===== src/rtl/memrst_pkg.sv =====
package memrst_pkg;

    typedef enum logic [2:0] {
        ST_IDLE      = 3'd0,
        ST_WAIT_RDY  = 3'd1,
        ST_PULSE     = 3'd2,
        ST_WAIT_FALL = 3'd3,
        ST_WAIT_RISE = 3'd4
    } mr_state_e;

    function automatic int clamp_min(input int value, input int floor_v);
        return (value < floor_v) ? floor_v : value;
    endfunction

endpackage


===== src/rtl/memrst_sync.sv =====
module memrst_sync #(
    parameter int STAGES = 2
) (
    input  logic clk_i,
    input  logic rst_ni,
    input  logic async_i,
    output logic sync_o
);
    localparam int N = memrst_pkg::clamp_min(STAGES, 2);

    logic [N-1:0] chain_d, chain_q;

    always_comb begin
        chain_d = {chain_q[N-2:0], async_i};
    end

    always_ff @(posedge clk_i) begin
        if (!rst_ni) chain_q <= '0;
        else         chain_q <= chain_d;
    end

    assign sync_o = chain_q[N-1];
endmodule


===== src/rtl/memrst_seq.sv =====
module memrst_seq
    import memrst_pkg::*;
#(
    parameter int PULSE_CYCLES = 4
) (
    input  logic clk_i,
    input  logic rst_ni,
    input  logic kick_i,
    input  logic done_s_i,
    output logic req_o,
    output logic busy_o,
    output logic arm_o
);
    localparam int PW = clamp_min(PULSE_CYCLES, 2);
    localparam int CW = $clog2(PW + 1);

    typedef struct packed {
        mr_state_e      state;
        logic [CW-1:0]  cnt;
        logic           req;
    } seq_reg_t;

    seq_reg_t r_d, r_q;

    always_comb begin
        r_d = r_q;
        case (r_q.state)
            ST_IDLE: begin
                if (kick_i) r_d.state = ST_WAIT_RDY;
            end
            ST_WAIT_RDY: begin
                if (done_s_i) begin
                    r_d.state = ST_PULSE;
                    r_d.req   = 1'b1;
                    r_d.cnt   = '0;
                end
            end
            ST_PULSE: begin
                if (r_q.cnt == CW'(PW - 1)) begin
                    r_d.state = ST_WAIT_FALL;
                    r_d.req   = 1'b0;
                end else begin
                    r_d.cnt = r_q.cnt + 1'b1;
                end
            end
            ST_WAIT_FALL: begin
                if (!done_s_i) r_d.state = ST_WAIT_RISE;
            end
            ST_WAIT_RISE: begin
                if (done_s_i) r_d.state = ST_IDLE;
            end
            default: begin
                r_d.state = ST_IDLE;
                r_d.req   = 1'b0;
            end
        endcase
    end

    always_ff @(posedge clk_i) begin
        if (!rst_ni) begin
            r_q.state <= ST_IDLE;
            r_q.cnt   <= '0;
            r_q.req   <= 1'b0;
        end else begin
            r_q <= r_d;
        end
    end

    assign req_o  = r_q.req;
    assign busy_o = (r_q.state != ST_IDLE);
    assign arm_o  = (r_q.state == ST_WAIT_FALL);

    AST_REQ_AFTER_DONE: assert property (@(posedge clk_i) disable iff (!rst_ni)
        $rose(r_q.req) |-> $past(done_s_i));
    AST_MIN_PULSE: assert property (@(posedge clk_i) disable iff (!rst_ni)
        $rose(r_q.req) |=> r_q.req);
    AST_REQ_IN_BUSY: assert property (@(posedge clk_i) disable iff (!rst_ni)
        r_q.req |-> (r_q.state != ST_IDLE));
    AST_IDLE_KICK_ONLY: assert property (@(posedge clk_i) disable iff (!rst_ni)
        ($past(r_q.state) == ST_IDLE && r_q.state != ST_IDLE) |-> $past(kick_i));
endmodule


===== src/rtl/memrst_fall_timer.sv =====
module memrst_fall_timer
    import memrst_pkg::*;
#(
    parameter int LIMIT = 64
) (
    input  logic clk_i,
    input  logic rst_ni,
    input  logic arm_i,
    output logic err_o
);
    localparam int LIM = clamp_min(LIMIT, 1);
    localparam int TW  = $clog2(LIM + 1);

    typedef struct packed {
        logic [TW-1:0] cnt;
        logic          err;
    } tmr_reg_t;

    tmr_reg_t t_d, t_q;

    always_comb begin
        t_d = t_q;
        if (arm_i) begin
            if (t_q.cnt == TW'(LIM - 1)) t_d.err = 1'b1;
            else                         t_d.cnt = t_q.cnt + 1'b1;
        end else begin
            t_d.cnt = '0;
        end
    end

    always_ff @(posedge clk_i) begin
        if (!rst_ni) begin
            t_q.cnt <= '0;
            t_q.err <= 1'b0;
        end else begin
            t_q <= t_d;
        end
    end

    assign err_o = t_q.err;

    AST_ERR_STICKY: assert property (@(posedge clk_i) disable iff (!rst_ni)
        t_q.err |=> t_q.err);
    AST_ERR_WHILE_ARMED: assert property (@(posedge clk_i) disable iff (!rst_ni)
        $rose(t_q.err) |-> $past(arm_i));
endmodule


===== src/rtl/memif_reset_requester.sv =====
module memif_reset_requester #(
    parameter int PULSE_CYCLES = 4,
    parameter int FALL_TIMEOUT = 64
) (
    input  logic clk_i,
    input  logic rst_ni,
    input  logic kick_i,
    input  logic cal_done_i,
    output logic reset_req_o,
    output logic busy_o,
    output logic timeout_err_o
);
    logic done_s;
    logic arm;

    memrst_sync #(.STAGES(2)) u_sync (
        .clk_i  (clk_i),
        .rst_ni (rst_ni),
        .async_i(cal_done_i),
        .sync_o (done_s)
    );

    memrst_seq #(.PULSE_CYCLES(PULSE_CYCLES)) u_seq (
        .clk_i   (clk_i),
        .rst_ni  (rst_ni),
        .kick_i  (kick_i),
        .done_s_i(done_s),
        .req_o   (reset_req_o),
        .busy_o  (busy_o),
        .arm_o   (arm)
    );

    memrst_fall_timer #(.LIMIT(FALL_TIMEOUT)) u_tmr (
        .clk_i (clk_i),
        .rst_ni(rst_ni),
        .arm_i (arm),
        .err_o (timeout_err_o)
    );
endmodule


===== config.mk =====
export PLATFORM = sky130hd
export DESIGN_NAME = memif_reset_requester
export DESIGN_NICKNAME = d
export VERILOG_FILES = /design/src/rtl/memrst_pkg.sv /design/src/rtl/memrst_sync.sv /design/src/rtl/memrst_seq.sv /design/src/rtl/memrst_fall_timer.sv /design/src/rtl/memif_reset_requester.sv
export SDC_FILE = /design/constraint.sdc
export NUM_CORES = 1
export LEC_CHECK = 0
export ABC_AREA = 0
export BUFFER_PORTS_ARGS = -buffer_cell sky130_fd_sc_hd__buf_2
export CORE_MARGIN = 8
export CORE_UTILIZATION = 55
export CTS_CLUSTER_DIAMETER = 40
export CTS_CLUSTER_SIZE = 28
export DETAILED_ROUTE_END_ITERATION = 10
export GPL_TIMING_DRIVEN = 0
export PLACE_DENSITY = 0.85
export SETUP_SLACK_MARGIN = 0.15
export SYNTH_ARGS = -nofsm -noshare
export SYNTH_HDL_FRONTEND = slang
export SYNTH_SLANG_ARGS = --single-unit

===== constraint.sdc =====
create_clock -name clk_i -period 1.8 [get_ports clk_i]
set_clock_uncertainty 0.15 [all_clocks]
set_input_delay 0.36 -clock clk_i [delete_from_list [all_inputs] [get_ports clk_i]]
set_output_delay 0.36 -clock clk_i [all_outputs]
set_load 0.01 [all_outputs]

==> key figures <==
Global routing
  • Total grt overflow: 0
  • Largest net degree at the start of global routing: 11
  • GRT Overall Usage: 11.5%
  • Antenna violations before repair: 0
  • Number of global-route vias before repair: 597
  • First-pass GRT wire length: 2.48 mm

Drt
  • WL met1: 702 µm
  • TritonRoute pass-1 iters: 4
  • DRC viols: 0
  • Post-DRT Antenna Nets: 0
  • Drt total wl: 1.52 mm
  • Met2 wire len: 703 µm
  • DR vias/cell: 5.65
  • DR WL/cell: 13.4 µm
  • Initial DRC count: 19
  • Top sig layer: met4
  • Routed met3 length: 76 µm
  • DR vias: 638

Final layout
  • Area Growth Syn to Fin: 19.1%
  • Final Util: 71.5%
  • # nets final: 106
  • Register Area: 347 µm²
  • Fill cells: 94
  • Layout cell share with drive strength beyond 1: 26.5%
  • # diodes: 0
  • Footprint of the multi-input gates: 473 µm²
  • Non-filler instance count after layout: 113

Timing
  • Unrepaired setup endpoints after global routing: true
  • Worst-Margin Slew: 0.366 ns
  • Worst setup margin: 0.0671 ns
  • Setup TNS Final: 0 ns
  • Period minus WS final: 1.73 ns
  • Fmax: 577 MHz
  • Final number of hold-violating endpoints: 0
  • Period utilisation layout: 96.3%
  • Fin. max-slew vios: 0
  • Rel. slew slack: 75.6%
  • Setup violators final: 0

Yosys
  • Synth Area in Adders: 4.69%
  • Largest family of logic cells by synthesized area: simple AND/OR/NAND/NOR gates
  • Synthesized area per cell: 9.42 µm²
  • Synthesized flop and latch total: 17
  • YS warnings: 0
  • Compound-cell area share of the yosys netlist: 16.6%
  • Simple-gate area share of the yosys netlist: 29.5%
  • Cell variety after synth: 34
  • Synthesized Nets: 92
  • Cell Area, Synth: 801 µm²
  • Post-Syn Instances: 85
  • Mux cell area share after synthesis: 2.50%
  • Xor/xnor share of the synthesized area: 1.09%
  • Register area share after synthesis: 42.5%

Placement
  • RD Place Congestion: 0.792
  • Dpl ws: 0.175 ns
  • Placed cells: 106
  • Detail Placement HPWL: 1.11 mm
  • I/O Buffers: 6

Power
  • Static Leak: 0.000403 µW
  • Pwr dens: 696 nW/µm²
  • Switch Pwr: 165 µW
  • Pint: 499 µW
  • Seq pwr share: 59.1%
  • Largest vdd supply drop: 340 µV
  • Power share of the clock group: 31.9%
  • Comb pwr share: 9.0%
  • Sw frac: 24.8%

Clocking
  • Clk root buf: clkbuf_4
  • Worst-path clk slew: 0.11 ns
  • TritonCTS buffer count: 3
  • CTS Hold Buffers Added: 0
  • Clock latency on the worst-skew pair: 0.30 ns
  • Clock Path Buffers: 2
  • CTS sink cnt: 17
  • CTS H-tree depth: 1
  • CTS tree: built

Setup path
  • Reg2reg setup slack: 0.21 ns
  • Setup Crit Path Kind: reg2out
  • Worst setup path end: busy_o
  • R2r worst-path depth: 5
  • CP Max Fanout: 2
  • Critical R2R Capture: u_seq.r_q[2]
  • Critical Path RT: 1.29 ns
  • Worst endpoint data arrival time: 1.22 ns
  • Crit end category: primary output
  • Reg-to-reg critical path startpoint: u_seq.r_q[1]
  • Critical Path Start: u_seq.r_q[4]
  • Startpoint Class: flop

Die
  • Die Area: 2930 µm²
  • Ports: 7
  • Core area: 1330 µm²
  • Cell Rows: 13
  • Die height: 54.2 µm
  • DIE WIDTH: 54.2 µm
  • Initial core utilization: 60.0%

Min path
  • Min-delay worst type: in2reg

Run
  • Max_cap viols: 0

Outcome
  • Status: finished clean
## layout make-up
type,count,share of cell area [%]
buffer,4,3.28
clock buffer,3,2.36
clock inverter,1,0.525
inverter,1,0.394
multi-input combinational,63,49.6
sequential,17,36.4
tap,15,1.97
timing repair buffer,9,5.51
## flip-flops by register name (all words and copies together), names as in the netlist
name            flops
u_seq.r_q           6
u_tmr.t_q           7
u_sync.chain_q      2
u_seq.req_o         1
u_tmr.err_o         1
## worst min path at each step
stage / start / end / slack [ns] / cells after the start
floorplan: u_sync.chain_q[0] / u_sync.chain_q[1] / 0.26 / 1
global placement: u_sync.chain_q[0] / u_sync.chain_q[1] / 0.26 / 1
detailed placement: u_sync.chain_q[0] / u_sync.chain_q[1] / 0.28 / 1
CTS: cal_done_i / u_sync.chain_q[0] / 0.14 / 2
global route: cal_done_i / u_sync.chain_q[0] / 0.13 / 2
finish: cal_done_i / u_sync.chain_q[0] / 0.14 / 2
## repair_timing
item                       CTS  global route
pin swaps                    0             1
resized for setup            6             8
setup endpoints to repair    2             3
buffers inserted             2             1
## cells in the mapped netlist, drive strengths merged
master | instances | area [µm²]
nor2b | 4 | 25.0
ha | 3 | 37.5
inv | 1 | 3.75
nor4b | 1 | 23.8
nand2 | 6 | 22.5
o211ai | 1 | 7.51
a21o | 1 | 7.51
nand2b | 1 | 6.26
nand4 | 2 | 12.5
xor2 | 1 | 8.76
dfxtp | 17 | 340
nand3b | 1 | 7.51
a211oi | 2 | 15.0
mux2i | 2 | 20.0
o21ai | 8 | 40.0
nor4bb | 1 | 10.0
nor3b | 2 | 15.0
and2 | 3 | 18.8
a31oi | 2 | 12.5
and4b | 1 | 10.0
nand4b | 1 | 15.0
clkbuf | 1 | 3.75
or2 | 1 | 6.26
or3 | 2 | 12.5
nor2 | 4 | 15.0
and3b | 2 | 17.5
a41oi | 1 | 8.76
buf | 3 | 17.5
a22o | 1 | 8.76
a21oi | 5 | 25.0
and3 | 3 | 18.8
a21boi | 1 | 7.51
## metal layers
| metal | up-vias | GRT usage, % |
|---|---|---|
| met2 | 12 | 18.7 |
| met3 | 5 | 3.58 |
| met4 | 0 | 7.38 |
| met5 | - | 0 |
| li1 | 336 | - |
| met1 | 285 | 12.5 |
## power groups by stage
stage          combinational [µW]  sequential (µW)  clock (µW)
4_1_cts                      59.4              392         210
2_1_floorplan                35.8              400           0
5_1_grt                      65.1              393         230
6_report                     59.5              392         212
3_5_place_dp                 53.6              399           0
3_3_place_gp                 51.1              399           0
## cell usage in the layout, fill, tap and decap left out, types with 2 or more instances in the layout
cell      Yosys  layout
buf_6         0       2
nand4_1       2       2
buf_4         1       3
and3_1        3       3
and2_1        3       3
a211oi_1      2       2
and3b_1       2       2
dfxtp_1      17      12
nor3b_1       2       2
nor2_1        4       4
a31oi_1       2       2
dfxtp_2       0       5
mux2i_1       2       2
a21oi_1       5       5
ha_4          0       3
clkbuf_4      0       3
buf_2         2       7
o21ai_0       7       7
nand2_1       6       6
or3_1         2       2
nor2b_1       4       4
## cell families (layout without fill, tap and decap cells)
kind of cell	after synthesis	after routing
buffers and inverters	5	18
muxes	2	2
and+or+nand+nor	35	35
AOI/OAI and AO/OA	22	22
xor gates and xnor gates	1	1
DFF	17	17
adders and majority gates	3	3
## worst max-delay path, cell delays in order (launching register included)
cell and delay (ns):
dfxtp_2 0.33, buf_6 0.10, or3_1 0.35, buf_2 0.14
## through the flow
stage	total power, µW	hold slack [ns]	cell area, µm²
floorplan	436	0.262	801
global placement	450	0.264	850
detailed placement	453	0.277	850
CTS	661	0.141	907
global route	688	0.130	953
finish	664	0.135	953
Power figures use the tool's default switching activity.
